File: src/rtl/hpad_pkg.sv
package hpad_pkg;
  localparam int ID_W = 4;
  localparam logic [1:0] SEL_CTRL = 2'd0;
  localparam logic [1:0] SEL_ADDR = 2'd1;

  typedef enum logic [2:0] {
    GRP_NONE,
    GRP_ALL,
    GRP_LOWER,
    GRP_UPPER,
    GRP_ONE
  } grp_t;
endpackage

File: src/rtl/hpad_regs.sv
module hpad_regs
  import hpad_pkg::*;
#(
  parameter int DATA_W = 8
) (
  input  logic              clk,
  input  logic              rst,
  input  logic              host_wr,
  input  logic [1:0]        host_sel,
  input  logic [DATA_W-1:0] host_wdata,
  input  logic              data_acc,
  output logic [DATA_W-1:0] ctrl_q,
  output logic [DATA_W-1:0] addr_q
);
  localparam int AUTO_BIT = DATA_W - 1;

  logic ctrl_wr, addr_wr, step;
  assign ctrl_wr = host_wr && (host_sel == SEL_CTRL);
  assign addr_wr = host_wr && (host_sel == SEL_ADDR);
  assign step    = data_acc && ctrl_q[AUTO_BIT];

  always_ff @(posedge clk) begin
    if (rst) begin
      ctrl_q <= '0;
      addr_q <= '0;
    end else begin
      if (ctrl_wr) ctrl_q <= host_wdata;
      if (addr_wr)   addr_q <= host_wdata;
      else if (step) addr_q <= addr_q + 1'b1;
    end
  end

  // address write wins over a same-cycle step
  a_r11_write_wins: assert property (@(posedge clk) disable iff (rst)
    addr_wr |=> addr_q == $past(host_wdata));
  // a step adds one, modulo the register width
  a_r10_step_wraps: assert property (@(posedge clk) disable iff (rst)
    (!addr_wr && data_acc && ctrl_q[AUTO_BIT]) |=> addr_q == DATA_W'($past(addr_q) + 1'b1));
  // no step without auto-step
  a_r10_hold: assert property (@(posedge clk) disable iff (rst)
    (!addr_wr && !ctrl_q[AUTO_BIT]) |=> $stable(addr_q));
endmodule

File: src/rtl/hpad_decode.sv
module hpad_decode
  import hpad_pkg::*;
#(
  parameter int NUM_CH = 4,
  localparam int SEL_W = $clog2(NUM_CH)
) (
  input  logic             clk,
  input  logic             rst,
  input  logic             group_wr,
  input  logic [ID_W-1:0]  selector,
  input  logic [SEL_W-1:0] chan_field,
  input  logic [ID_W-1:0]  dev_id,
  input  logic [SEL_W-1:0] upper_addr,
  output logic [NUM_CH-1:0] chan_en
);
  grp_t             grp;
  logic [SEL_W-1:0] pick;
  logic [NUM_CH-1:0] next_en;

  always_comb begin
    grp  = GRP_NONE;
    pick = chan_field;
    if (!group_wr) begin
      if (selector == dev_id) grp = GRP_ONE;
    end else begin
      pick = upper_addr;
      casez (selector)
        4'b0000: grp = GRP_ALL;
        4'b0001: grp = GRP_LOWER;
        4'b0010: grp = GRP_UPPER;
        4'b0100: grp = GRP_ONE;
        4'b100?: if (dev_id[0] == selector[0]) grp = GRP_ONE;
        4'b11??: if (dev_id[1:0] == selector[1:0]) grp = GRP_ONE;
        default: grp = GRP_NONE;
      endcase
    end
  end

  for (genvar ch = 0; ch < NUM_CH; ch++) begin : g_ch
    assign next_en[ch] = (grp == GRP_ALL) ||
                         ((grp == GRP_LOWER) && (ch != NUM_CH - 1)) ||
                         ((grp == GRP_UPPER) && (ch != 0)) ||
                         ((grp == GRP_ONE) && (pick == SEL_W'(ch)));
  end

  always_ff @(posedge clk) begin
    if (rst) chan_en <= '0;
    else     chan_en <= next_en;
  end

  // a directed access reaches at most one channel
  a_r2_single_channel: assert property (@(posedge clk) disable iff (rst)
    !group_wr |=> $onehot0(chan_en));
  // the all-channels code enables every channel
  a_r4_all_channels: assert property (@(posedge clk) disable iff (rst)
    (group_wr && selector == 4'b0000) |=> (&chan_en));
  // an unassigned group code enables nothing
  a_r8_unassigned: assert property (@(posedge clk) disable iff (rst)
    (group_wr && selector == 4'b0011) |=> (chan_en == '0));
endmodule

File: src/rtl/hpad_readback.sv
module hpad_readback
  import hpad_pkg::*;
#(
  parameter int DATA_W = 8
) (
  input  logic              clk,
  input  logic              rst,
  input  logic              host_rd,
  input  logic [1:0]        host_sel,
  input  logic              rd_valid,
  input  logic [DATA_W-1:0] ctrl_q,
  input  logic [DATA_W-1:0] addr_q,
  output logic [DATA_W-1:0] host_rdata
);
  always_ff @(posedge clk) begin
    if (rst || !host_rd || !rd_valid) host_rdata <= '0;
    else if (host_sel == SEL_CTRL)    host_rdata <= ctrl_q;
    else if (host_sel == SEL_ADDR)    host_rdata <= addr_q;
    else                              host_rdata <= '0;
  end

  // a blocked readback returns zero
  a_r12_blocked_zero: assert property (@(posedge clk) disable iff (rst)
    !rd_valid |=> (host_rdata == '0));
endmodule

File: src/rtl/hp_access_decoder.sv
module hp_access_decoder
  import hpad_pkg::*;
#(
  parameter int DATA_W = 8,
  parameter int NUM_CH = 4,
  localparam int SEL_W = $clog2(NUM_CH)
) (
  input  logic              clk,
  input  logic              rst,
  input  logic              host_wr,
  input  logic              host_rd,
  input  logic [1:0]        host_sel,
  input  logic [DATA_W-1:0] host_wdata,
  input  logic              data_acc,
  input  logic [ID_W-1:0]   dev_id,
  input  logic [SEL_W-1:0]  upper_addr,
  output logic [NUM_CH-1:0] chan_en,
  output logic [DATA_W-1:0] chan_addr,
  output logic              rd_valid,
  output logic [DATA_W-1:0] host_rdata
);
  localparam int GRP_BIT = DATA_W - 2;
  localparam int SELECTOR_LO = SEL_W;

  logic [DATA_W-1:0] ctrl_q;

  hpad_regs #(.DATA_W(DATA_W)) u_regs (
    .clk(clk), .rst(rst), .host_wr(host_wr), .host_sel(host_sel),
    .host_wdata(host_wdata), .data_acc(data_acc),
    .ctrl_q(ctrl_q), .addr_q(chan_addr)
  );

  hpad_decode #(.NUM_CH(NUM_CH)) u_decode (
    .clk(clk), .rst(rst),
    .group_wr(ctrl_q[GRP_BIT]),
    .selector(ctrl_q[SELECTOR_LO +: ID_W]),
    .chan_field(ctrl_q[SEL_W-1:0]),
    .dev_id(dev_id), .upper_addr(upper_addr),
    .chan_en(chan_en)
  );

  assign rd_valid = !ctrl_q[GRP_BIT];

  hpad_readback #(.DATA_W(DATA_W)) u_readback (
    .clk(clk), .rst(rst), .host_rd(host_rd), .host_sel(host_sel),
    .rd_valid(rd_valid), .ctrl_q(ctrl_q), .addr_q(chan_addr),
    .host_rdata(host_rdata)
  );
endmodule

File: config.mk
export PLATFORM = sky130hd
export DESIGN_NAME = hp_access_decoder
export DESIGN_NICKNAME = d
export VERILOG_FILES = /design/src/rtl/hpad_pkg.sv /design/src/rtl/hpad_regs.sv /design/src/rtl/hpad_decode.sv /design/src/rtl/hpad_readback.sv /design/src/rtl/hp_access_decoder.sv
export SDC_FILE = /design/constraint.sdc
export NUM_CORES = 1
export LEC_CHECK = 0
export BUFFER_PORTS_ARGS = -buffer_cell sky130_fd_sc_hd__buf_4
export CAP_MARGIN = 10
export CORE_AREA = 2 2 70 72
export DETAILED_ROUTE_END_ITERATION = 10
export DIE_AREA = 0 0 72 74
export GPL_TIMING_DRIVEN = 0
export PLACE_DENSITY = 0.49
export SLEW_MARGIN = 40
export SYNTH_ARGS = -nofsm -noshare
export SYNTH_HDL_FRONTEND = slang
export SYNTH_SLANG_ARGS = --single-unit
File: constraint.sdc
create_clock -name clk -period 2.4 [get_ports clk]
set_input_delay 0.48 -clock clk [delete_from_list [all_inputs] [get_ports clk]]
set_output_delay 0.48 -clock clk [all_outputs]
set_load 0.05 [all_outputs]
==> impl_metrics.py, run 1 <==
metrics = {
    "grt": {
        "first_global_vias": 1176,
        "gr-total-overflow": 0,
        "antenna_found_initial": 0,
        "grt_max_degree": 16,
        "grt_usage_pct": 13.4,
        "grt_pass1_wl_um": 5580,
    },
    "drt": {
        "routed_wl_um": 3440,
        "first_pass_iters": 4,
        "drtIter0Drc": 49,
        "avgRoutedWirePerCell_um": 14.0,
        "viasPerCell": 5.02,
        "drc_errors": 0,
        "antenna_left": 0,
        "route.vias.total": 1229,
    },
    "cts": {
        "clock_path_buffers": 2,
        "cts_buffers": 3,
        "cts_setup_buffers": 0,
        "cts-root-buf": "clkbuf_8",
        "clkLatencyLatePin_ns": 0.27,
        "hold_buffers": 0,
        "clk_pin_slew_ns": 0.09,
        "clock_sinks": 28,
        "tritoncts": "built",
        "post_cts_resized": 0,
        "htree_num_levels": 1,
    },
    "power": {
        "switching_power_uw": 254,
        "p_leak_uw": 0.000716,
        "pwr-share-clk_pct": 30.4,
        "pwr-share-comb_pct": 17.0,
        "p_per_area_nw_per_um2": 538,
        "p_int_uw": 692,
        "p_seq_share_pct": 52.5,
        "ir_worst_vdd_v": 0.000203,
        "total_power_uw": 945,
        "p_sw_share_pct": 26.8,
    },
    "critical_path": {
        "r2r-start": "u_regs.ctrl_q[5]",
        "crit_type": "flip-flop to output port",
        "cp-endpoint": "rd_valid",
        "cp_data_required_time_ns": 1.92,
        "path_max_fanout": 8,
        "start_kind": "flip-flop",
        "r2r_cells": 5,
        "r2r_setup_slack_ns": 0.96,
        "startpoint": "u_regs.ctrl_q[6]",
        "endpoint_kind": "output port",
        "arrival_ns": 1.03,
        "reg2reg_to": "u_decode.chan_en[3]",
    },
    "cells_and_area": {
        "fill_cells": 465,
        "fin_nets": 214,
        "drive_gt1_share_pct": 28.8,
        "finish.instance_area_um2": 1760,
        "num_antenna_cells": 0,
        "syn2layout_area_growth_pct": 31.8,
        "utilization_pct": 38.2,
    },
    "yosys": {
        "syn_area_per_cell_um2": 9.06,
        "synthFlopType": "dfxtp_1",
        "synth_commonest_cells": "dfxtp_1, nor2_1, mux2i_1",
        "synth_edf_count": 0,
        "synth_cell_type_count": 32,
        "synth_area_um2": 1330,
        "async_reset_ff_share_pct": 0,
        "yosys_warnings": 0,
        "yosysTopAreaCellShare_pct": 42.1,
        "synth_area_leaders": "dfxtp_1, mux2i_1, nor2_1, xor2_1, a211oi_1",
        "syn_nets": 169,
        "synthCells": 147,
        "seq_area_frac_synth_pct": 42.1,
        "ys_ff_latch": 28,
        "netlist.top_cell.by_area": "dfxtp_1",
    },
    "timing": {
        "tightest_slew_ns": 0.548,
        "period_share_pct": 63.0,
        "setup_viol": 0,
        "min_period_ns": 1.51,
        "finClkSkew_ns": 0.00118,
        "hold_violations": 0,
        "fmax_mhz": 662,
        "rsz0062_at_grt": "false",
        "layout_setup_ws_ns": 0.889,
        "fin_setup_tns_ns": 0,
        "maxSlewViolCount": 0,
        "slew_headroom_pct": 63.4,
    },
    "die": {
        "boundaryPins": 42,
        "core_um2": 4600,
        "fp.dieH_um": 74,
        "initial_core_util_pct": 29.0,
        "die_area_um2": 5330,
        "num_rows": 25,
        "die_w_um": 72,
    },
    "place": {
        "place_congestion": 0.741,
        "pre_cts_ws_ns": 0.789,
        "portBuffers": 40,
        "dp_hpwl_um": 2650,
        "placed_area_um2": 1700,
    },
    "outcome": {
        "outcome": "completed",
    },
    "flow_run": {
        "cap_violations": 0,
    },
    "hold_path": {
        "hold_class": "input pin to flip-flop",
    },
}
critical path: stages, from the launching register on:
cell and delay [ns]:
dfxtp_1 0.47, inv_2 0.09, buf_4 0.20
power by group through the flow:
| stage | Clock (uW) | Combinational (uW) | Sequential (uW) |
|---|---|---|---|
| floorplan | 0 | 63.5 | 538 |
| global placement | 0 | 159 | 507 |
| detailed placement | 0 | 161 | 508 |
| CTS | 296 | 162 | 497 |
| global route | 323 | 173 | 500 |
| finish | 288 | 161 | 497 |
final cells by class:
cell class | instances | area, um2 | area share [%]
plain buffers | 9 | 51.3 | 2.92
flip-flops and latches | 28 | 561 | 31.9
multi-input cells | 109 | 718 | 40.9
clock buffers | 4 | 55.1 | 3.13
repair buffers | 40 | 300 | 17.1
well taps | 54 | 67.6 | 3.85
inverters | 1 | 3.75 | 0.214
placed cells by master (no fill, tap or decap), drive strengths merged, types with 2 or more instances in the layout:
cell type / synthesis / routed
buf: 7 / 47
nor2: 28 / 28
dfxtp: 28 / 28
mux2i: 14 / 14
xor2: 8 / 8
a211oi: 7 / 7
clkbuf: 2 / 6
o21ai: 6 / 6
nand2: 5 / 5
nor4: 5 / 5
a21oi: 5 / 5
and3: 4 / 4
nand3: 4 / 4
nand4: 3 / 3
xnor2: 3 / 3
nand2b: 3 / 3
or4b: 3 / 3
and4: 2 / 2
a311oi: 2 / 2
cells by family after synthesis:
family / after synthesis / share of synthesized area, %
adders and majority gates: 1 / 0.939
AOI/OAI and AO/OA: 21 / 10.5
xor gates and xnor gates: 11 / 7.23
DFF: 28 / 42.1
muxes: 14 / 10.5
and+or+nand+nor: 62 / 24.6
buffers and inverters: 10 / 4.13
registers in the layout, summed over array words and instances, names as in the netlist:
name	flops
u_decode.chan_en	4
u_regs.ctrl_q	8
u_readback.host_rdata	8
u_regs.addr_q	8
per-stage QoR:
stage | hold slack [ns] | std cells
after floorplan | 0.524 | 147
after global placement | 0.474 | 241
after detailed placement | 0.487 | 241
after CTS | 0.450 | 245
after global routing | 0.440 | 245
final | 0.454 | 245
metal layers:
layer	part of all wire (%)	global-route usage, %	vias up	wire length (um)
met2	49	22.8	27	1680
met4	0.87	4.61	0	30
met3	5.1	2.85	2	177
met1	45	16.9	585	1550
li1	-	-	615	-
met5	0	0	-	0
how the worst min path moves through the flow:
stage | from | endpoint | slack (ns) | depth (start not counted)
floorplan | u_regs.ctrl_q[7] | u_regs.addr_q[1] | 0.52 | 2
global placement | u_regs.addr_q[6] | u_readback.host_rdata[6] | 0.47 | 2
detailed placement | u_regs.addr_q[6] | u_readback.host_rdata[6] | 0.49 | 2
CTS | host_wdata[6] | u_regs.ctrl_q[6] | 0.45 | 3
global route | host_wdata[6] | u_regs.ctrl_q[6] | 0.44 | 3
finish | host_wdata[6] | u_regs.ctrl_q[6] | 0.45 | 3
Note: power is estimated with default switching activity, not from simulation.
==> run 2: changes to the inputs <==
Settings changed: PLACE_DENSITY 0.49 to 0.51.
Clock period 2.4 ns to 1.25 ns, I/O delays scaled along.
==> run 2 against run 1 <==
Against the previous run:
- combinational power up 100%
- cell count up 2.4%
- cell area up 8.0%
- routed wire length up 1.1%
- hold slack worse by 0.23 ns
- first-iteration DRC count down 2.0%
- count of clock-buffer cells in the layout down 1
- setup slack worse by 0.86 ns
- critical path depth up 3
- total power up 110%
- largest cell class unchanged
==> impl_metrics.py, run 2 (synthesis results as in run 1) <==
metrics = {
    "critical_path": {
        "path_max_fanout": 4,
        "arrival_ns": 1.43,
        "cp_top_family": "compound AO/OA/AOI/OAI gates",
        "worstPathCellList": "buf_4 > buf_2 > a2111oi_2 > a21oi_1 > o21ai_1",
        "crit_cells": 5,
        "slowest_delay_ns": 0.40,
        "start_kind": "flip-flop",
        "endpoint_kind": "flip-flop",
        "crit_type": "flip-flop to flip-flop",
        "cp-endpoint": "u_decode.chan_en[2]",
        "crit_buf_inv": 2,
        "startpoint": "u_regs.ctrl_q[3]",
        "cp_data_required_time_ns": 1.46,
        "reg2reg_to": "u_decode.chan_en[2]",
        "cp_slowest_cell": "a2111oi_2",
        "r2r_cells": 5,
        "r2r_setup_slack_ns": 0.03,
        "r2r-start": "u_regs.ctrl_q[3]",
    },
    "cts": {
        "cts_buffers": 3,
        "clk_pin_slew_ns": 0.10,
        "clock_sinks": 28,
        "htree_num_levels": 1,
        "clock_path_buffers": 2,
        "tritoncts": "built",
        "cts-root-buf": "clkbuf_8",
        "clkLatencyLatePin_ns": 0.27,
        "hold_buffers": 0,
    },
    "cells_and_area": {
        "layout_commonest_cell": "buf_4",
        "mostFrequentLayoutCells": "buf_4, nor2_1, dfxtp_1",
        "fill_cells": 451,
        "num_antenna_cells": 0,
        "drive_gt1_share_pct": 39.6,
        "utilization_pct": 41.3,
        "syn2layout_area_growth_pct": 42.4,
        "reg.largest.list": "u_readback.host_rdata (8), u_regs.addr_q (8), u_regs.ctrl_q (8)",
        "finish.instance_area_um2": 1900,
        "fin_nets": 220,
    },
    "place": {
        "place_congestion": 0.812,
        "portBuffers": 40,
        "pre_cts_ws_ns": -0.135,
        "placed_area_um2": 1720,
        "dp_hpwl_um": 2610,
    },
    "drt": {
        "viasPerCell": 4.94,
        "antenna_left": 0,
        "first_pass_iters": 4,
        "drtIter0Drc": 48,
        "route.vias.total": 1240,
        "drc_errors": 0,
        "avgRoutedWirePerCell_um": 13.9,
        "routed_wl_um": 3480,
    },
    "timing": {
        "rsz0062_at_grt": "true",
        "min_period_ns": 1.22,
        "layout_setup_ws_ns": 0.0304,
        "setup_viol": 0,
        "period_share_pct": 97.6,
        "fmax_mhz": 820,
        "maxSlewViolCount": 0,
        "finClkSkew_ns": 0.00410,
        "hold_violations": 0,
        "slew_headroom_pct": 69.2,
        "tightest_slew_ns": 0.463,
    },
    "power": {
        "p_per_area_nw_per_um2": 1050,
        "ir_worst_vdd_v": 0.000441,
        "p_leak_uw": 0.000772,
        "total_power_uw": 1990,
    },
    "die": {
        "num_rows": 25,
        "core_um2": 4600,
        "die_w_um": 72,
        "die_area_um2": 5330,
        "fp.dieH_um": 74,
        "boundaryPins": 42,
        "initial_core_util_pct": 29.0,
    },
    "grt": {
        "gr-total-overflow": 0,
        "first_global_vias": 1161,
        "grt_max_degree": 17,
        "antenna_found_initial": 0,
        "grt_usage_pct": 13.4,
        "grt_pass1_wl_um": 5530,
    },
    "hold_path": {
        "hold_class": "input pin to flip-flop",
    },
    "outcome": {
        "outcome": "completed",
    },
    "flow_run": {
        "cap_violations": 0,
    },
}
-- run 2: cell count changes in the layout (fill, tap and decap cells not counted), moves of 2 or more --
cell | previous run | this run
dfxtp_2 | 0 | 5
o21ai_0 | 3 | 1
dfxtp_4 | 0 | 8
dfxtp_1 | 28 | 15
buf_6 | 0 | 2
buf_4 | 43 | 48
-- run 2: how the worst min path moves through the flow --
stage,from,depth (start not counted),slack (ns),end
2_1_floorplan,host_wdata[6],2,0.39,u_regs.ctrl_q[6]
3_3_place_gp,u_regs.addr_q[6],2,0.46,u_readback.host_rdata[6]
3_5_place_dp,u_regs.addr_q[6],2,0.46,u_readback.host_rdata[6]
4_1_cts,host_wdata[6],3,0.22,u_regs.ctrl_q[6]
5_1_grt,host_wdata[5],3,0.23,u_regs.ctrl_q[5]
6_report,host_wdata[6],3,0.22,u_regs.ctrl_q[6]
-- run 2: layout make-up --
class | count | area, um2 | share of cell area (%)
clock buffer | 3 | 41.3 | 2.18
multi-input combinational | 109 | 734 | 38.7
timing repair buffer | 48 | 370 | 19.5
buffer | 7 | 51.3 | 2.70
inverter | 1 | 6.26 | 0.330
sequential | 28 | 597 | 31.4
clock inverter | 1 | 30.0 | 1.58
tap | 54 | 67.6 | 3.56
-- run 2: per-layer routing --
layer  up-vias  track usage (%)  wire [um]
li1        629                -          -
met1       586             18.6       1640
met2        23             21.8       1720
met3         2            0.949         87
met4         0             5.24         27
met5         -                0          0
-- run 2: worst register-to-register path, stage by stage (launching register included) --
cell	delay, ns
dfxtp_2	0.34
buf_4	0.12
buf_2	0.14
a2111oi_2	0.40
a21oi_1	0.09
o21ai_1	0.08
-- run 2: timing repair --
action	CTS	global route
endpoints found under the setup margin	6	14
buffers inserted	4	3
pin swaps	4	5
hold endpoints to repair	0	0
gates resized for setup	10	12
cloned	0	1
-- run 2: stage by stage --
| stage | TNS [ns] | hold slack, ns | std cells |
|---|---|---|---|
| final | 0 | 0.223 | 251 |
| after global placement | -0.840 | 0.458 | 241 |
| after detailed placement | -0.858 | 0.458 | 241 |
| after floorplan | -0.00302 | 0.389 | 147 |
| after global routing | -0.221 | 0.231 | 251 |
| after CTS | 0 | 0.218 | 248 |
-- run 2: report_power, final --
part           internal [uW]  total (uW)  switching, uW
clock network            429         716            288
registers                913         951           38.3
logic                    143         327            184
==> run 3: changes to the inputs <==
Settings changed: CORE_AREA 2 2 70 72 to 2 2 58 60, DIE_AREA 0 0 72 74 to 0 0 60 62, PLACE_DENSITY 0.51 to 0.7.
==> run 3 against run 2 <==
Against the previous run:
- maximum frequency fell by 0.38%
- register-to-register slack barely moved
- clock skew barely moved
- routed wire length fell by 4.2%
- sequential share of layout area fell by 0.40 points
- count of clock-buffer cells in the layout did not move
- flip-flop and latch count did not move
- setup slack got worse by 0.0047 ns
- critical endpoint is now u_decode.chan_en[3]
==> impl_metrics.py, run 3 (synthesis results as in run 1) <==
metrics = {
    "power": {
        "switching_power_uw": 491,
        "p_leak_uw": 0.000779,
        "pwr-share-clk_pct": 22.4,
        "p_int_uw": 1190,
        "ir_worst_vdd_v": 0.000398,
        "p_sw_share_pct": 29.3,
        "p_per_area_nw_per_um2": 868,
        "pwr-share-comb_pct": 20.8,
        "p_seq_share_pct": 56.8,
    },
    "drt": {
        "routed_wl_um": 3330,
        "drc_errors": 0,
        "drtIter0Drc": 16,
        "first_pass_iters": 4,
        "antenna_left": 0,
        "viasPerCell": 5.20,
        "route.vias.total": 1279,
        "avgRoutedWirePerCell_um": 13.5,
    },
    "timing": {
        "slew_headroom_pct": 63.9,
        "maxSlewViolCount": 0,
        "period_share_pct": 97.9,
        "fmax_mhz": 817,
        "tightest_slew_ns": 0.542,
        "rsz0062_at_grt": "true",
        "setup_viol": 0,
        "finClkSkew_ns": 0.00365,
        "layout_setup_ws_ns": 0.0257,
        "hold_violations": 0,
        "min_period_ns": 1.22,
    },
    "hold_path": {
        "hold_depth": 3,
        "hold_start": "host_wdata[1]",
        "hold_class": "input pin to flip-flop",
    },
    "critical_path": {
        "path_max_fanout": 5,
        "startpoint": "u_regs.ctrl_q[3]",
        "cp_data_required_time_ns": 1.47,
        "arrival_ns": 1.44,
        "start_kind": "flip-flop",
        "endpoint_kind": "flip-flop",
        "crit_type": "flip-flop to flip-flop",
        "r2r_cells": 5,
        "r2r-start": "u_regs.ctrl_q[3]",
    },
    "grt": {
        "grt_max_degree": 16,
        "first_global_vias": 1138,
        "grt_usage_pct": 18.3,
        "gr-total-overflow": 0,
        "antenna_found_initial": 0,
        "grt_pass1_wl_um": 5100,
    },
    "cts": {
        "clkLatencyLatePin_ns": 0.32,
        "htree_num_levels": 1,
        "cts_buffers": 3,
        "clock_sinks": 28,
        "cts-root-buf": "clkbuf_4",
        "clock_path_buffers": 2,
        "hold_buffers": 0,
        "clk_pin_slew_ns": 0.15,
        "tritoncts": "built",
    },
    "outcome": {
        "outcome": "completed",
    },
    "die": {
        "die_area_um2": 3720,
        "boundaryPins": 42,
        "initial_core_util_pct": 41.9,
        "die_w_um": 60,
        "num_rows": 21,
        "fp.dieH_um": 62,
        "core_um2": 3180,
    },
    "flow_run": {
        "cap_violations": 0,
    },
    "cells_and_area": {
        "num_antenna_cells": 0,
        "reg.largest.list": "u_readback.host_rdata (8), u_regs.addr_q (8), u_regs.ctrl_q (8)",
        "mostFrequentLayoutCells": "buf_4, nor2_1, dfxtp_1",
        "layout_commonest_cell": "buf_4",
        "utilization_pct": 60.7,
        "fin_nets": 223,
        "syn2layout_area_growth_pct": 44.9,
        "drive_gt1_share_pct": 45.0,
    },
    "place": {
        "portBuffers": 40,
        "place_congestion": 0.783,
        "pre_cts_ws_ns": -0.137,
    },
}
-- run 3: cell count changes in the layout (fill, tap and decap cells not counted), moves of 2 or more --
cell / previous run / this run
clkbuf_8: 3 / 0
a211oi_2: 1 / 3
buf_4: 48 / 50
a211oi_1: 6 / 4
nor2_1: 28 / 23
nor2_2: 0 / 4
clkbuf_4: 0 / 3
-- run 3: what timing repair did --
action | 4_1_cts | 5_1_grt
setup buffers | 5 | 5
pin swaps | 4 | 7
gates resized for setup | 14 | 22
setup endpoints to repair | 9 | 18
gates cloned | 0 | 1
-- run 3: power by group through the flow --
stage                     Sequential [uW]  Combinational [uW]  Clock, uW
after floorplan                      1030                 122          0
after global placement                971                 300          0
after detailed placement              973                 306          0
after CTS                             954                 319        385
after global routing                  956                 374        424
final                                 951                 349        375
-- run 3: routing by layer --
layer / share of wire (%) / wire length, um / up-vias / global-route usage [%]
met4: 0.75 / 25 / 0 / 6.67
met2: 50 / 1670 / 39 / 32.1
met5: 0 / 0 / - / 0
met3: 3.9 / 129 / 2 / 1.86
li1: - / - / 635 / -
met1: 45 / 1510 / 603 / 23.3
-- run 3: cell type report --
| class | count | area [um2] |
|---|---|---|
| Buffer | 7 | 51.3 |
| Clock buffer | 3 | 22.5 |
| Clock inverter | 1 | 3.75 |
| Fill cell | 284 | 1250 |
| Inverter | 1 | 6.26 |
| Multi-Input combinational cell | 109 | 793 |
| Sequential cell | 28 | 599 |
| Tap cell | 46 | 57.6 |
| Timing Repair Buffer | 51 | 397 |
-- run 3: per-stage QoR --
step / hold WS (ns) / setup TNS, ns / instances / total power (uW) / cell area (um2)
finish: 0.156 / 0 / 246 / 1680 / 1930
global route: 0.157 / -0.0676 / 246 / 1750 / 1930
CTS: 0.155 / -0.114 / 241 / 1660 / 1810
detailed placement: 0.473 / -0.836 / 233 / 1280 / 1710
global placement: 0.455 / -0.447 / 233 / 1270 / 1710
floorplan: 0.389 / -0.00302 / 147 / 1150 / 1360
-- run 3: path summary, 6_finish.rpt --
kind	end	slack, ns
setup / recovery	u_decode.chan_en[3]	0.03
hold / removal	u_regs.ctrl_q[1]	0.16
setup reg to reg	u_decode.chan_en[3]	0.03
hold reg to reg	u_readback.host_rdata[6]	0.53
-- run 3: worst max-delay path: stages (launching register included) --
cell      delay, ns
dfxtp_2        0.36
buf_6          0.12
nor2_2         0.03
and3_4         0.17
a311oi_4       0.31
o21ai_1        0.13
